### config.mk
export PLATFORM = sky130hd
export DESIGN_NAME = spi3_master
export DESIGN_NICKNAME = d
export VERILOG_FILES = /design/src/rtl/spi3_master.sv
export SDC_FILE = /design/constraint.sdc
export NUM_CORES = 1
export LEC_CHECK = 0
export BUFFER_PORTS_ARGS = -buffer_cell sky130_fd_sc_hd__clkbuf_2
export CORE_MARGIN = 5
export CORE_UTILIZATION = 42
export CTS_BUF_LIST = sky130_fd_sc_hd__clkbuf_16
export CTS_CLUSTER_DIAMETER = 60
export DETAILED_ROUTE_END_ITERATION = 6
export SLEW_MARGIN = 15
export SYNTH_ARGS = -nofsm -noshare
export SYNTH_HDL_FRONTEND = slang
export SYNTH_SLANG_ARGS = --single-unit
### constraint.sdc
create_clock -name clk -period 2.2 [get_ports clk]
set_clock_uncertainty 0.05 [all_clocks]
set_input_delay 0.11 -clock clk [delete_from_list [all_inputs] [get_ports clk]]
set_output_delay 0.11 -clock clk [all_outputs]
set_load 0.01 [all_outputs]
### src/rtl/spi3_master.sv
module spi3_master #(
  parameter int DIV_W = 8,
  parameter int MAXB  = 4
) (
  input  logic                     clk,
  input  logic                     rst_n,
  input  logic                     start,
  output logic                     ready,
  input  logic [$clog2(MAXB)-1:0]  nbytes,
  input  logic [MAXB*8-1:0]        tx_bytes,
  input  logic [DIV_W-1:0]         div,
  input  logic [DIV_W-1:0]         lead_cyc,
  output logic [7:0]               rx_byte,
  output logic                     rx_valid,
  output logic                     sclk,
  output logic                     sel_n,
  output logic                     mosi,
  input  logic                     miso
);
  localparam int TXW   = MAXB * 8;
  localparam int BIT_W = $clog2(TXW + 1);

  typedef enum logic [2:0] {IDLE, LEAD, SHIFT, TAIL, GAP} st_t;

  st_t              st;
  logic [DIV_W-1:0] half, cnt;
  logic             lead2;
  logic [TXW-1:0]   sh, tx_ord;
  logic [7:0]       rxs;
  logic [BIT_W-1:0] left;
  logic [2:0]       bpos;

  wire              tick    = (cnt == '0);
  wire [DIV_W-1:0]  div_eff = (div == '0) ? DIV_W'(1) : div;

  always_comb
    for (int i = 0; i < MAXB; i++)
      tx_ord[TXW-1-8*i -: 8] = tx_bytes[8*i +: 8];

  always_ff @(posedge clk or negedge rst_n) begin
    if (!rst_n) begin
      st       <= IDLE;
      ready    <= 1'b1;
      sel_n    <= 1'b1;
      sclk     <= 1'b1;
      mosi     <= 1'b1;
      rx_valid <= 1'b0;
      rx_byte  <= '0;
      rxs      <= '0;
      cnt      <= '0;
      half     <= DIV_W'(1);
      lead2    <= 1'b0;
      sh       <= '0;
      left     <= '0;
      bpos     <= '0;
    end else begin
      rx_valid <= 1'b0;
      case (st)
        IDLE: if (start) begin
          ready <= 1'b0;
          sel_n <= 1'b0;
          half  <= div_eff;
          cnt   <= div_eff - 1'b1;
          lead2 <= (lead_cyc > div_eff);
          sh    <= tx_ord;
          left  <= BIT_W'((int'(nbytes) + 1) * 8);
          bpos  <= '0;
          st    <= LEAD;
        end
        LEAD: if (tick) begin
          cnt <= half - 1'b1;
          if (lead2) lead2 <= 1'b0;
          else begin
            sclk <= 1'b0;
            mosi <= sh[TXW-1];
            sh   <= sh << 1;
            st   <= SHIFT;
          end
        end else cnt <= cnt - 1'b1;
        SHIFT: if (tick) begin
          cnt <= half - 1'b1;
          if (!sclk) begin
            sclk <= 1'b1;
            rxs  <= {rxs[6:0], miso};
            bpos <= bpos + 3'd1;
            left <= left - 1'b1;
            if (bpos == 3'd7) begin
              rx_valid <= 1'b1;
              rx_byte  <= {rxs[6:0], miso};
            end
            if (left == BIT_W'(1)) st <= TAIL;
          end else begin
            sclk <= 1'b0;
            mosi <= sh[TXW-1];
            sh   <= sh << 1;
          end
        end else cnt <= cnt - 1'b1;
        TAIL: if (tick) begin
          cnt   <= half - 1'b1;
          sel_n <= 1'b1;
          mosi  <= 1'b1;
          st    <= GAP;
        end else cnt <= cnt - 1'b1;
        GAP: if (tick) begin
          ready <= 1'b1;
          st    <= IDLE;
        end else cnt <= cnt - 1'b1;
        default: st <= IDLE;
      endcase
    end
  end
endmodule

==> impl_metrics.json <==
{
  "overflow": 0,
  "yosysWarnings": 0,
  "crit_type": "register to register",
  "wl_per_cell_um": 15.46,
  "ys_types": 57,
  "clk-insertion-delay-late_ps": 330,
  "syn_nets": 532,
  "tns_ps": 0,
  "max-clock-path-buffers": 2,
  "clk_pin_slew_ps": 60,
  "crit_chain": "inv_2 -> ha_1 -> nor4b_4 -> nand3_2 -> a221oi_4 -> buf_4 -> buf_8 -> nor2_1 -> a21oi_1",
  "cap_violations": 0,
  "vias": 3711,
  "dp_hpwl_um": 7751,
  "rsz0062_at_grt": "yes",
  "fp.dieW_um": 113.5,
  "grt_pass1_wl_um": 17400,
  "leakage_nw": 2.732,
  "grt_use_total": 0.1670,
  "numCtsBuffers": 9,
  "first_iter_violations": 141,
  "critPathMaxFanout": 16,
  "async_reset_ff_frac": 1.000,
  "area_growth_pct": 27.28,
  "synth_top_flop_cell": "dfrtp_1",
  "required_ps": 2410,
  "finalCriticalPeriod_ps": 2079,
  "fmax_mhz": 481.1,
  "core_um2": 10370,
  "worst_slack_ps": 121.4,
  "die_h_um": 113.5,
  "synth_edf_count": 0,
  "path_buf_inv": 3,
  "antenna_found_initial": 0,
  "start_kind": "register",
  "endpoint": "sh[2]",
  "critPathArrivalTime_ps": 2290,
  "drc_errors": 0,
  "gp_congestion": 0.8887,
  "postSynthCellCount": 462,
  "drt_first_pass_iters": 5,
  "crit_family": "simple AND/OR/NAND/NOR gates",
  "fin_crit_sh": 0.9448,
  "grt_pass1_vias": 3659,
  "synth.cell_area_um2": 4499,
  "slew_headroom": 0.6307,
  "drive_above_1_share": 0.3058,
  "hold_path_class": "primary input to register",
  "worstSetupStartpoint": "cnt[0]",
  "via_per_inst": 5.264,
  "hold_viol": 0,
  "rr_worst_depth": 9,
  "cp.depth": 9,
  "ctsHtreeMaxLevel": 3,
  "portBuffers": 66,
  "num_io_pins": 67,
  "status": "finished, final reports clean",
  "final_nets": 634,
  "cpMaxStageDelayCell": "dfrtp_1",
  "ir_worst_vdd_mv": 0.7201,
  "worst_pin_slew_ps": 540.0,
  "r2r_start": "cnt[0]",
  "start_util": 0.4339,
  "reg2reg_to": "sh[2]",
  "ant_nets": 0,
  "p_per_area_nw_per_um2": 1319,
  "wl_um": 10900,
  "setup_viol": 0,
  "ys_ff_latch": 81,
  "grt_max_degree": 65,
  "rrSetupSlack_ps": 120,
  "dieArea_um2": 12880,
  "endpoint_kind": "register",
  "dp_slack_ps": 1.910,
  "tritoncts": "built",
  "synth_seq_area_share": 0.4519,
  "clock-sinks": 81,
  "cpPeakStageDelay_ps": 390,
  "cts_root_buf": "clkbuf_16",
  "diodes": 0,
  "std_cell_rows": 37,
  "syn_avg_cell_area_um2": 9.739,
  "maxSlewViolCount": 0
}
==> how the worst min path moves through the flow <==
| stage | cells past startpoint | end | slack [ps] | start |
|---|---|---|---|---|
| finish | 3 | sh[12] | 30 | tx_bytes[20] |
| global route | 3 | sh[1] | 30 | tx_bytes[25] |
| CTS | 3 | sh[10] | 10 | tx_bytes[18] |
| detailed placement | 1 | half[6] | 90 | rst_n |
| global placement | 1 | half[7] | 80 | rst_n |
| floorplan | 0 | bpos[0] | -240 | rst_n |
==> routing by layer <==
metal / up-vias / global-route usage / part of all wire / wire [um]
met5: - / 0 / 0 / 0
li1: 1859 / - / - / -
met3: 15 / 0.02653 / 0.034 / 369
met1: 1775 / 0.2265 / 0.47 / 5080
met2: 62 / 0.2678 / 0.48 / 5275
met4: 0 / 0.06651 / 0.016 / 176
==> worst reg2reg max path: stages, from the launching register on <==
cell      delay [ps]
dfrtp_1          390
inv_2             70
ha_1             160
nor4b_4          320
nand3_2          160
a221oi_4         310
buf_4            200
buf_8            170
nor2_1            60
a21oi_1          120
==> report_power, final <==
group	leakage (nW)	total [W]	switching [W]	internal, W
combinational	1.60	0.00345	0.00182	0.00163
clock	0.167	0.00172	0.000605	0.00111
sequential	0.960	0.00239	0.000380	0.00201
total	2.73	0.00756	0.00280	0.00475
==> cell usage after synthesis, drive strengths merged, types with 2 or more instances <==
library cell | number | area (um^2)
o32ai | 2 | 17.52
nand3 | 11 | 65.06
and2 | 3 | 18.77
or2 | 2 | 12.52
and3 | 4 | 25.02
buf | 17 | 102.6
nor2b | 4 | 25.02
dfrtp | 76 | 1902
nor3 | 8 | 40.04
a31oi | 4 | 25.02
inv | 21 | 78.83
xnor2 | 9 | 78.83
a2111oi | 2 | 17.52
nand4b | 3 | 26.28
a22oi | 5 | 37.54
nand2 | 32 | 120.1
o211ai | 2 | 15.01
a32oi | 3 | 26.28
ha | 16 | 200.2
a21oi | 43 | 245.2
a21o | 3 | 22.52
o22ai | 5 | 31.28
mux2i | 33 | 330.3
and4 | 2 | 17.52
or4 | 4 | 30.03
nor2 | 60 | 235.2
a221o | 2 | 20.02
xor2 | 3 | 26.28
or3 | 3 | 18.77
clkbuf | 7 | 26.28
dfstp | 5 | 131.4
o21ai | 30 | 150.1
mux2 | 15 | 168.9
o31ai | 4 | 30.03
nor4 | 6 | 37.54
nor4b | 2 | 32.53
==> metrics by stage <==
| stage | area (um^2) | hold slack (ps) | cells | util | total power [W] |
|---|---|---|---|---|---|
| final | 5727 | 27.80 | 705 | 0.5522 | 0.007555 |
| after global routing | 5727 | 29.53 | 705 | 0.5522 | 0.008105 |
| after CTS | 5563 | 12.81 | 695 | 0.5364 | 0.007282 |
| after detailed placement | 5181 | 90.35 | 675 | 0.4996 | 0.005521 |
| after global placement | 5181 | 84.41 | 675 | 0.4996 | 0.005445 |
| after floorplan | 4499 | -235.6 | 462 | - | 0.004669 |
==> registers in the layout (all words and copies together), names as in the netlist <==
signal,cells
rx_valid,1
rx_byte,8
sel_n,1
sclk,1
mosi,1
half,8
ready,1
lead2,1
rxs,7
left,6
st,3
bpos,3
sh,32
cnt,8
==> final cells by class <==
class | instances | area, um^2
sequential | 81 | 2034
clock inverter | 7 | 118.9
multi-input combinational | 336 | 2307
inverter | 21 | 78.83
tap | 136 | 170.2
fill | 979 | 4643
timing repair buffer | 115 | 792.0
clock buffer | 9 | 225.2
==> cells in the final DEF, fill, tap and decap left out, types with 3 or more instances in the layout <==
master / n
dfrtp_1: 75
clkbuf_2: 65
nor2_1: 57
buf_4: 40
a21oi_1: 34
mux2i_1: 33
nand2_1: 30
o21ai_0: 30
inv_1: 21
ha_1: 16
mux2_2: 15
clkbuf_16: 11
xnor2_1: 9
a21oi_2: 9
nor3_1: 8
nand3_1: 8
nor4_1: 5
a22oi_1: 5
dfstp_2: 5
a31oi_1: 4
o22ai_1: 4
o31ai_1: 4
nor2b_1: 4
and3_1: 4
or4_1: 4
a21o_1: 3
xor2_1: 3
a32oi_1: 3
nand4b_1: 3
bufinv_16: 3
buf_12: 3
dlygate4sd3_1: 3
==> kinds of logic after synthesis <==
group	count (synthesis)	synth area share
AO/OA/AOI/OAI	111	0.1577
XOR/XNOR	12	0.02336
adder cells (fa/ha/maj)	16	0.04449
buffers and inverters	45	0.04616
flip-flops	81	0.4519
multiplexers	48	0.1110
AND/OR/NAND/NOR	149	0.1655
==> repair_timing <==
item / 4_1_cts / 5_1_grt
hold buffers: 3 / 0
gates resized for setup: 0 / 15
endpoints found under the setup margin: 8 / 64
pin swaps: 0 / 4
gates cloned: 0 / 4
endpoints found under the hold margin: 40 / 0
setup buffers: 1 / 6
(Power assumes the default switching activity.)
